## src/rtl/vec_addr_seq.sv

```systemverilog
module vec_addr_seq #(
  parameter int AW = 10,
  parameter int WW = 10,
  parameter int NW = 4,
  parameter int SW = 3
) (
  input  logic             clk,
  input  logic             rst_n,
  input  logic             start,
  input  logic             loop_en,
  input  logic             bus_wr,
  input  logic [SW-1:0]    bus_sel,
  input  logic [WW-1:0]    bus_wdata,
  output logic [AW-1:0]    cur_addr,
  output logic             ram_rd,
  output logic [AW-1:0]    ram_addr,
  input  logic [NW*WW-1:0] ram_rdata,
  output logic             vec_valid,
  output logic [NW*WW-1:0] vec_data,
  output logic             done
);
  localparam logic [SW-1:0] SEL_LOOP  = SW'(0);
  localparam logic [SW-1:0] SEL_END   = SW'(1);
  localparam logic [SW-1:0] SEL_CTL   = SW'(2);
  localparam int            WORD_BASE = 4;
  localparam logic [SW-1:0] SEL_LAST  = SW'(WORD_BASE + NW - 1);
  localparam int            BYP_BIT   = WW - 1;
  localparam int            VW        = NW * WW;

  typedef enum logic [1:0] {S_IDLE, S_RUN, S_DONE} st_t;

  st_t                     st_q;
  logic [AW-1:0]           cur_q, loop_q, end_q;
  logic [WW-1:0]           ctl_q;
  logic [NW-1:0][WW-1:0]   stage_q;
  logic [VW-1:0]           snap_q, snap_d;
  logic                    valid_q, from_stage_q;

  wire running  = (st_q == S_RUN);
  wire byp      = ctl_q[BYP_BIT];
  wire last_wr  = bus_wr && (bus_sel == SEL_LAST);
  wire step_byp = running && byp && last_wr;
  wire at_end   = (cur_q == end_q);

  assign ram_rd    = running && !byp;
  assign ram_addr  = cur_q;
  assign cur_addr  = cur_q;
  assign done      = (st_q == S_DONE);
  assign vec_valid = valid_q;
  assign vec_data  = from_stage_q ? snap_q : ram_rdata;

  wire advance = ram_rd || step_byp;

  always_ff @(posedge clk or negedge rst_n) begin
    if (!rst_n) begin
      loop_q <= '0;
      end_q  <= '0;
      ctl_q  <= '0;
    end else if (bus_wr) begin
      case (bus_sel)
        SEL_LOOP: loop_q <= bus_wdata[AW-1:0];
        SEL_END:  end_q  <= bus_wdata[AW-1:0];
        SEL_CTL:  ctl_q  <= bus_wdata;
        default:  ;
      endcase
    end
  end

  for (genvar i = 0; i < NW; i++) begin : g_stage
    always_ff @(posedge clk or negedge rst_n) begin
      if (!rst_n)
        stage_q[i] <= '0;
      else if (bus_wr && bus_sel == SW'(WORD_BASE + i))
        stage_q[i] <= bus_wdata;
    end
    if (i == NW - 1) begin : g_top
      assign snap_d[i*WW +: WW] = bus_wdata;
    end else begin : g_low
      assign snap_d[i*WW +: WW] = stage_q[i];
    end
  end

  always_ff @(posedge clk or negedge rst_n) begin
    if (!rst_n) begin
      st_q  <= S_IDLE;
      cur_q <= '0;
    end else if (start && !running) begin
      st_q  <= S_RUN;
      cur_q <= '0;
    end else if (advance) begin
      if (!at_end)
        cur_q <= cur_q + AW'(1);
      else if (loop_en)
        cur_q <= loop_q;
      else
        st_q <= S_DONE;
    end
  end

  always_ff @(posedge clk or negedge rst_n) begin
    if (!rst_n) begin
      valid_q      <= 1'b0;
      from_stage_q <= 1'b0;
      snap_q       <= '0;
    end else begin
      valid_q      <= advance;
      from_stage_q <= step_byp;
      if (step_byp) snap_q <= snap_d;
    end
  end


  inc_step_chk: assert property (@(posedge clk) disable iff (!rst_n)
    (ram_rd && !start && cur_addr != end_q) |=> (cur_addr == $past(cur_addr) + AW'(1)));


  wrap_to_loop_chk: assert property (@(posedge clk) disable iff (!rst_n)
    (ram_rd && cur_addr == end_q && loop_en) |=> (cur_addr == $past(loop_q)));


  done_hold_chk: assert property (@(posedge clk) disable iff (!rst_n)
    (done && !start) |=> (done && !ram_rd && $stable(cur_addr)));


  rd_to_valid_chk: assert property (@(posedge clk) disable iff (!rst_n)
    ram_rd |=> vec_valid);


  byp_hold_chk: assert property (@(posedge clk) disable iff (!rst_n)
    (!ram_rd && !last_wr && !start) |=> $stable(cur_addr));
endmodule

```

## config.mk

```make
export PLATFORM = sky130hd
export DESIGN_NAME = vec_addr_seq
export DESIGN_NICKNAME = d
export VERILOG_FILES = /design/src/rtl/vec_addr_seq.sv
export SDC_FILE = /design/constraint.sdc
export NUM_CORES = 1
export LEC_CHECK = 0
export BUFFER_PORTS_ARGS = -buffer_cell sky130_fd_sc_hd__buf_2
export CAP_MARGIN = 10
export CORE_AREA = 2 2 103 105
export CTS_CLUSTER_SIZE = 14
export DETAILED_ROUTE_END_ITERATION = 10
export DIE_AREA = 0 0 105 107
export GPL_ROUTABILITY_DRIVEN = 0
export PLACE_DENSITY = 0.7
export REMOVE_ABC_BUFFERS = 1
export SLEW_MARGIN = 5
export SYNTH_ARGS = -nofsm -noshare
export SYNTH_HDL_FRONTEND = slang
export SYNTH_SLANG_ARGS = --single-unit
```

## constraint.sdc

```tcl
create_clock -name clk -period 3.3 [get_ports clk]
set_input_delay 0 -clock clk [delete_from_list [all_inputs] [get_ports clk]]
set_output_delay 0 -clock clk [all_outputs]
set_load 0.05 [all_outputs]
```

==> results of run 1 <==
flip-flops by register name, indices dropped and copies added (netlist names):
| name | cells |
|---|---|
| snap_q | 40 |
| snap_d | 30 |
| cur_addr | 10 |
| end_q | 10 |
| loop_q | 10 |
| st_q | 2 |
| ctl_q | 1 |
| from_stage_q | 1 |
| vec_valid | 1 |
tightest hold or removal path, cell delays in order:
cell and delay, ns:
sky130_fd_sc_hd__buf_2 0.14, sky130_fd_sc_hd__nor3_2 0.07, sky130_fd_sc_hd__o21ai_0 0.13
cells by family after synthesis:
kind of cell               Yosys count
DFF                                105
adders and majority gates            1
AOI/OAI and AO/OA                   25
buffers and inverters               31
and+or+nand+nor                     52
muxes                              139
xor gates and xnor gates            10
synthesized netlist by cell type, drive strengths merged (5+ instances only):
library cell | count | area [sq um]
mux2 | 130 | 1460
dfrtp | 105 | 2630
buf | 22 | 143
nand2 | 17 | 63.8
xnor2 | 10 | 87.6
a211oi | 9 | 67.6
mux2i | 9 | 90.1
nor2 | 9 | 33.8
o22ai | 8 | 50.1
nor3 | 6 | 45.0
clkbuf | 5 | 18.8
metrics by stage:
step / power (mW) / cells / cell area [sq um] / hold slack, ns / setup TNS (ns)
after global routing: 4.52 / 623 / 5880 / 0.0280 / 0
after detailed placement: 3.50 / 596 / 5560 / 0.118 / 0
after CTS: 4.32 / 623 / 5880 / 0.0167 / 0
after global placement: 3.45 / 596 / 5560 / 0.117 / 0
final: 4.29 / 623 / 5880 / 0.0145 / 0
after floorplan: 3.06 / 336 / 4750 / -0.296 / -24.77
layout make-up:
type	count	area (sq um)	share of cell area (%)
clock inverter	6	75.1	1.28
sequential	105	2630	44.7
clock buffer	10	128	2.17
tap	136	170	2.90
multi-input combinational	227	2120	36.0
inverter	4	15.0	0.256
timing repair buffer	135	743	12.6
worst max-delay path by stage:
| stage | slack, ns | cells past startpoint | to |
|---|---|---|---|
| floorplan | -0.61 | 3 | snap_q[10]$_DFFE_PN0P_ |
| global placement | 0.98 | 5 | cur_addr[9]$_DFFE_PN0P_ |
| detailed placement | 0.86 | 5 | cur_addr[3]$_DFFE_PN0P_ |
| CTS | 0.84 | 5 | cur_addr[9]$_DFFE_PN0P_ |
| global route | 0.68 | 5 | cur_addr[9]$_DFFE_PN0P_ |
| finish | 0.80 | 5 | cur_addr[9]$_DFFE_PN0P_ |
per-layer routing:
metal	global-route usage [%]	wire length (um)	vias up
met5	0	0	-
met4	6.95	120	0
met3	3.40	476	11
met2	29.8	4980	86
met1	25.4	4700	1664
li1	-	-	1530
power by group through the flow:
stage | clock (mW) | sequential [mW] | combinational, mW
3_5_place_dp | 0 | 2.00 | 1.49
2_1_floorplan | 0 | 2.30 | 0.768
6_report | 0.818 | 1.98 | 1.49
4_1_cts | 0.838 | 1.98 | 1.51
5_1_grt | 0.887 | 2.03 | 1.59
3_3_place_gp | 0 | 1.98 | 1.46
==> summary by stage, run 1 <==
Synthesis
The fraction of the mapped netlist area in compound gates is 3.52%. After synthesis, the share of flip-flops with an asynchronous set or reset is 100%. During synthesis, Yosys emitted a total of 0 warnings.

The register bit count reported by yosys is 105. The xor and xnor area share after synthesis is 1.78%. The mux cell area share after synthesis is 31.7%. A synthesized cell averages 13.5 sq um. The most used flip-flop cell after synthesis is sky130_fd_sc_hd__dfrtp_1. Counting flops with a built-in enable in the synthesized netlist gives 0. The gate count of the mapped netlist is 363. The area of the mapped netlist is 4910 sq um.

The number of different library cells used by synthesis comes to 33. The largest family of logic cells by synthesized area is multiplexers. Summing the areas of all and, or, nand and nor instances in the mapped netlist gives 5.68% of the synthesized area. The arithmetic-cell share of the synthesized area counting full adders, half adders and majority gates is 0.255%. Sequential cells were found to cover 53.5% of the synthesized design area.

Critical path
The worst register-to-register path has a setup slack of 0.80 ns. The critical path's largest stage delay is 0.75 ns. The critical path goes through xnor2_1 -> nand4_1 -> or3_1 -> o21ai_2 -> o22ai_1. The type of element launching the critical path is a flop.

Along the worst path, the maximum fanout reaches 19. The sum of buffers and inverters on the critical path is 0. The cell class contributing the biggest share of worst-path delay is simple AND/OR/NAND/NOR gates. Tracing the worst setup path back leads to its startpoint at cur_addr[2]$_DFFE_PN0P_.

The endpoint of the worst register-to-register path is cur_addr[9]$_DFFE_PN0P_. The number of cells on the worst reg-to-reg path is 5. The endpoint kind of the worst setup timing path is a flop. The endpoint required time on the critical path is 3.54 ns. The classification of the worst setup path is flop to flop.

The worst path arrival time is 2.74 ns. The cell with the biggest individual delay on the critical path is sky130_fd_sc_hd__or3_1. The source of the worst register-to-register timing path is cur_addr[2]$_DFFE_PN0P_.

STA
The final number of setup-violating endpoints is 0. The time the worst path needs with I/O delays and setup is 2.50 ns. Setup slack closes at 0.798 ns.

The measured slew at the worst slew-check pin is 1.03 ns. The highest attainable clock frequency is 400 MHz. Across the routed clock network, the largest skew measured is 0.00764 ns. The number of failing hold endpoints at the final stage came to 0. The worst pin sits at a relative slew slack of 30.8%. The number of pins with negative max-slew slack in the final report was 0. Setup repair after global routing left no endpoint under its margin. The ratio of final minimum period to clock period is 75.8%.

Finish
At the end of the flow the core is filled with cells to 58.2%. Compared with the post-synthesis result, the final layout area differs by 19.7%. Leaving out fill and tap cells, the most frequent cells in the layout are sky130_fd_sc_hd__mux2_2 (128), sky130_fd_sc_hd__buf_2 (119), sky130_fd_sc_hd__dfrtp_1 (104). The fraction of layout cells with a size suffix above 1 is 57.1%. After the last flow step, the layout net total stands at 541. 0 antenna diodes ended up in the layout. After filler insertion, the fill cell instance count of the layout stands at 899. The library cell used most frequently in the layout, excluding fill and tap cells, is sky130_fd_sc_hd__mux2_2.

Clock tree
The master cell of the clock root buffer is sky130_fd_sc_hd__clkbuf_8. The count of instances resized after the clock tree is built is 0. The TritonCTS buffer count is 9. For this design, the CTS-stage hold fixing added 11 buffers. The CTS tree is built. The maximum buffer depth of the clock tree is 2. The number of H-tree levels is 3. The later-pin clock latency in the skew report is 0.37 ns. After clock tree synthesis, the clock-pin slew on the worst setup and hold paths is 0.10 ns. Counting every sink on the clock net gives 105.

Buffers added to address setup during post-CTS repair amount to 0.

Floorplan
The row count is 37. For this configuration, the core starts out at a cell density of 48.6%. The width of the chip is 105 um. The die outline area is 11,200 sq um. Measured along the y axis, the die boundary spans 107 um. For this design the top-level I/O count stands at 121. The floorplan step defined a core boundary enclosing 10,100 sq um.

Placed design
Timing analysis after detailed placement gives a worst setup slack of 0.861 ns. Buffers placed on the I/O ports in this run total 120. The post-detailed-placement half-perimeter wirelength is 7040 um.

Power and ir drop
Cell internal power was estimated by the tool at 2.61 mW. Across the VDD grid, the largest voltage drop is 0.000313 V. Of the total power, the share spent switching nets is 39.2%. Per report_power, the combinational group accounts for 34.8% of the total. Sequential cells account for 46.1% of the total power. For this design the static power due to leakage is 2.73 nW.

In this run the power spent charging and discharging nets is 1.68 mW. The share of total power dissipated in the clock network is 19.1%. The power density over the cells is 730 nW/um^2.

Detailed routing
The routed length per placed instance is 16.5 um. The pre-antenna-repair detailed-routing pass consisted of 4 iterations. The final wirelength is 10,300 um.

In the routed design, unresolved DRC markers number 0. The violation count after the first detailed-route iteration is 169. Detailed routing inserted a total of 3,291 vias. The ratio of routed vias to standard cells is 5.28.

Once detail routing completed, the nets flagged for antenna violations numbered 0.

Global route
The first global-routing pass estimated 16,500 um of wire. The total congestion overflow is 0. The initial antenna violation count is 0. The aggregate global-route resource usage is 18.6%. Entering global routing, the biggest net connects 61 pins. The via count of the first global-routing pass was 3,294.

Status
The flow ran to the end, and the final reports show no timing, DRC or antenna violations.

Job
The max-cap violation count is 0.

Worst hold path
In this run the most critical hold path is launched from loop_en. The end point of the most critical hold path is st_q[0]$_DFFE_PN0P_. The worst hold path was traced through 3 stages. The tightest min-delay check is of the primary input to flop type.
No activity file was read; power rests on OpenSTA's default activity.
==> run 2: changes to the inputs <==
- ABC_AREA: not set -> 1
- CORE_AREA: 2 2 103 105 -> 2 2 106 108
- DIE_AREA: 0 0 105 107 -> 0 0 108 110
- clock period: 3.3 -> 2 ns (I/O delays scaled with it)
==> run 2 against run 1 <==
  * Highest routed layer unchanged
  * Critical path depth grew 6
  * Synthesized cell count rose by 63%
  * Largest cell class unchanged
  * The flow now finishes with violations (hold timing)
  * Die area increased by 5.7%
==> summary by stage, run 2 <==
Synthesis
The yosys synthesis warning count is 0 (unchanged). Sorting the synthesized cells by how often they occur yields sky130_fd_sc_hd__nand2_1 (240), sky130_fd_sc_hd__dfrtp_1 (105), sky130_fd_sc_hd__o21ai_0 (62), sky130_fd_sc_hd__mux2_2 (40), sky130_fd_sc_hd__inv_1 (36). The average instance area after synthesis was 8.48 sq um (-37%). The number of enable-type register cells in the synthesized netlist came to 0 (unchanged).

The register bit count reported by yosys came to 105 (unchanged). The fraction of synthesized cell area taken by the top area cell type is 52.3% (-1.2 points). The most used flip-flop cell after synthesis is sky130_fd_sc_hd__dfrtp_1.

The unique cell type count in the Yosys netlist is 26 (-21%). The top cell type by total area after synthesis is sky130_fd_sc_hd__dfrtp_1. The gate count of the mapped netlist is 592 (+63%). By area the synthesized netlist is led by sky130_fd_sc_hd__dfrtp_1 (52%), sky130_fd_sc_hd__nand2_1 (18%), sky130_fd_sc_hd__mux2_2 (9.0%). The part of the Yosys area used for sequential elements is 52.3% (-1.2 points). The most common cell in the synthesized netlist is sky130_fd_sc_hd__nand2_1.

The area of the mapped netlist came to 5020 sq um (+2.3%). The async set or reset register ratio after synthesis is 100% (unchanged).

Floorplan
The floorplan die height is 110 um (+2.8%). The effective utilization at floorplan is 46.9% (-1.7 points). The width of the chip is 108 um (+2.9%). The die outline area came to 11,900 sq um (+5.7%). The row count is 38 (+2.7%). The boundary pin count is 121 (unchanged). The core area was 10,700 sq um (+6.0%).

Power and ir drop
The maximum resistive drop on vdd was 0.000477 V (+52%). The power density over the cells is 1230 nW/um^2 (+69%). The total power of the final layout is 7.33 mW (+71%). The leakage power total was 3.23 nW (+18%).

Placed design
The minimum setup slack after placement was 0.287 ns (-0.574 ns). The post-detailed-placement half-perimeter wirelength was 7660 um (+8.8%). The number of cells in the design after placement is 821 (+38%). The number of buffers added on ports is 120 (unchanged). The post-placement cell area is 5680 sq um (+2.2%).

Global route
The global-route wire length before repair came to 17,900 um (+8.5%). The initial antenna violation count came to 0 (unchanged). The via count of the first global-routing pass is 3,624 (+10%).

The total congestion overflow is 0 (unchanged). The aggregate global-route resource usage is 19.3% (+0.68 points). The maximum number of pins on one net before global-route repair is 56 (-8.2%).

Critical path
The number of cells on the worst reg-to-reg path came to 11 (+6). The classification of the worst setup path is flop to flop. The largest fanout on the critical path is 10 (-9).

The endpoint required time on the critical path came to 2.27 ns (-1.27 ns). The worst path arrival time is 2.00 ns (-0.74 ns). On the critical path, the stage with the largest delay is an instance of sky130_fd_sc_hd__dfrtp_1.

The cell family contributing the most delay on the critical path is simple AND/OR/NAND/NOR gates. The worst setup path is captured at a flop. The sum of buffers and inverters on the critical path is 1 (+1).

The cell occurring most often along the worst timing path is sky130_fd_sc_hd__nand2_1. The critical path's largest stage delay is 0.50 ns (-0.25 ns). The worst setup path is launched from a flop. The critical path goes through inv_1 -> nand2_1 -> nand2_1 -> nor2_1 -> nand3_2 -> nor2_4 -> nand2_2 -> nand2_1 -> nand2_2 -> nand2_1 -> nand2_1.

The critical path depth in cells came to 11 (+6).

Clock tree
The number of H-tree levels was 3 (unchanged). The cell sitting at the root of the clock tree is a sky130_fd_sc_hd__clkbuf_8. The number of setup buffers added after CTS is 0 (unchanged).

The maximum buffer depth of the clock tree is 2 (unchanged). The count of instances resized after the clock tree is built is 0 (unchanged). The number of sinks driven by the clock tree came to 105 (unchanged).

The count of hold-fix buffers inserted at cts was 6 (-5). The TritonCTS buffer count was 9 (unchanged). The later-pin clock latency in the skew report was 0.37 ns (about the same).

TritonCTS built the clock tree. The clock-pin slew of the registers on the worst-case setup and hold paths came to 0.10 ns (about the same).

STA
The headroom to the max-slew limit is 52.0% (+21 points). Setup repair after global routing left no endpoint under its margin. The measured slew at the worst slew-check pin is 0.720 ns (-0.313 ns). The final number of setup-violating endpoints is 0 (unchanged). The final hold slack is -0.00147 ns (-0.0160 ns). The number of failing hold endpoints at the final stage is 1 (+1).

The ratio of final minimum period to clock period is 86.8% (+11 points). The final sum of negative setup slack is 0 ns (unchanged). The time the worst path needs with I/O delays and setup is 1.74 ns (-0.766 ns). The final setup skew is 0.00952 ns (+0.00188 ns).

The final setup slack of the worst path is 0.264 ns (-0.534 ns). The number of pins with negative max-slew slack in the final report is 0 (unchanged). The highest attainable clock frequency was 576 MHz (+44%).

Detailed routing
The ratio of routed vias to standard cells is 4.80 (-9.1%). The routed length per placed instance is 13.2 um (-20%). The first-pass iteration count of the detailed router is 4 (unchanged). The number of routed nets with antenna violations was 0 (unchanged). The DRC violations left is 0 (unchanged). The violation count after the first detailed-route iteration is 207 (+22%). The detailed-route via count came to 4,050 (+23%). The final wirelength is 11,200 um (+8.7%).

Status
The run finished, with violations left. The final reports fail on hold timing.

Finish
The count of antenna diodes in the layout was 0 (unchanged). Leaving out fill and tap cells, the most frequent cell in the layout is sky130_fd_sc_hd__nand2_1. The flip-flop count of the largest register after layout is 40 (unchanged).

The fill cell instance count of the final layout is 959 (+6.7%). snap_q holds more flip-flops than any other register. The final standard cell count with taps included and fillers excluded is 843 (+35%). The post-synthesis to final-layout area growth is 18.6%. The fraction of the core area covered by cells at the end of the flow is 55.7% (-2.5 points). In the layout the commonest cells are sky130_fd_sc_hd__nand2_1 (239), sky130_fd_sc_hd__buf_2 (119), sky130_fd_sc_hd__dfrtp_1 (104). The number of nets in the final layout came to 757 (+40%). The fraction of layout cells with a size suffix above 1 is 27.7% (-29 points). The cell area after layout came to 5960 sq um (+1.4%).

Job
The max-cap violation count is 0 (unchanged).

Worst hold path
The kind of path behind the tightest hold check is primary input to flop. The count of cells along the worst hold path is 3 (unchanged).
[run 2: changes by cell type after synthesis, sizes merged, moves of 10 or more]
cell	previous run	this run
clkbuf	5	20
inv	4	39
mux2	130	40
nand2	17	242
nor2	9	35
o21ai	4	62
xor2	0	10
[run 2: area by class of cell]
| class | count | area [sq um] | area share, % |
|---|---|---|---|
| Timing Repair Buffer | 133 | 741 | 12.4 |
| Sequential cell | 105 | 2630 | 44.1 |
| Multi-Input combinational cell | 410 | 2050 | 34.5 |
| Inverter | 39 | 146 | 2.46 |
| Tap cell | 140 | 175 | 2.94 |
| Clock buffer | 10 | 138 | 2.31 |
| Clock inverter | 6 | 75.1 | 1.26 |
[run 2: power by group]
part | total (mW) | internal [mW] | switching, mW
sequential | 3.28 | 2.79 | 0.492
clock | 1.40 | 0.633 | 0.771
combinational | 2.64 | 0.821 | 1.82
[run 2: cells by family after synthesis]
logic type / after synthesis / share of synthesized area [%]
and+or+nand+nor: 289 / 22.5
DFF: 105 / 52.3
buffers and inverters: 77 / 6.83
AOI/OAI and AO/OA: 65 / 6.55
muxes: 40 / 8.97
xor gates and xnor gates: 15 / 2.62
adders and majority gates: 1 / 0.249
[run 2: final timing paths]
| check | from | to | slack [ns] |
|---|---|---|---|
| hold reg to reg | snap_d[9]$_DFFE_PN0P_ | snap_q[9]$_DFFE_PN0P_ | 0.48 |
| min in group asynchronous | rst_n | snap_q[22]$_DFFE_PN0P_ | 0.21 |
| hold / removal | bus_wdata[5] | snap_d[25]$_DFFE_PN0P_ | -0.001 |
| setup / recovery | cur_addr[0]$_DFFE_PN0P_ | cur_addr[8]$_DFFE_PN0P_ | 0.26 |
| max in group asynchronous | rst_n | from_stage_q$_DFF_PN0_ | 1.06 |
| setup reg to reg | cur_addr[0]$_DFFE_PN0P_ | cur_addr[8]$_DFFE_PN0P_ | 0.26 |
[run 2: per-layer routing]
layer,wire (um),GRT usage (%),up-vias
met1,5220,27.3,1864
met3,619,2.47,11
met4,165,6.32,0
met5,0,0,-
met2,5160,31.1,121
li1,-,-,2054
[run 2: worst register-to-register path: cells and delay by family, from the launching register on]
kind,cells,cell delay [ns]
flip-flops,1,0.50
AND/OR/NAND/NOR,10,1.07
buffers and inverters,1,0.07
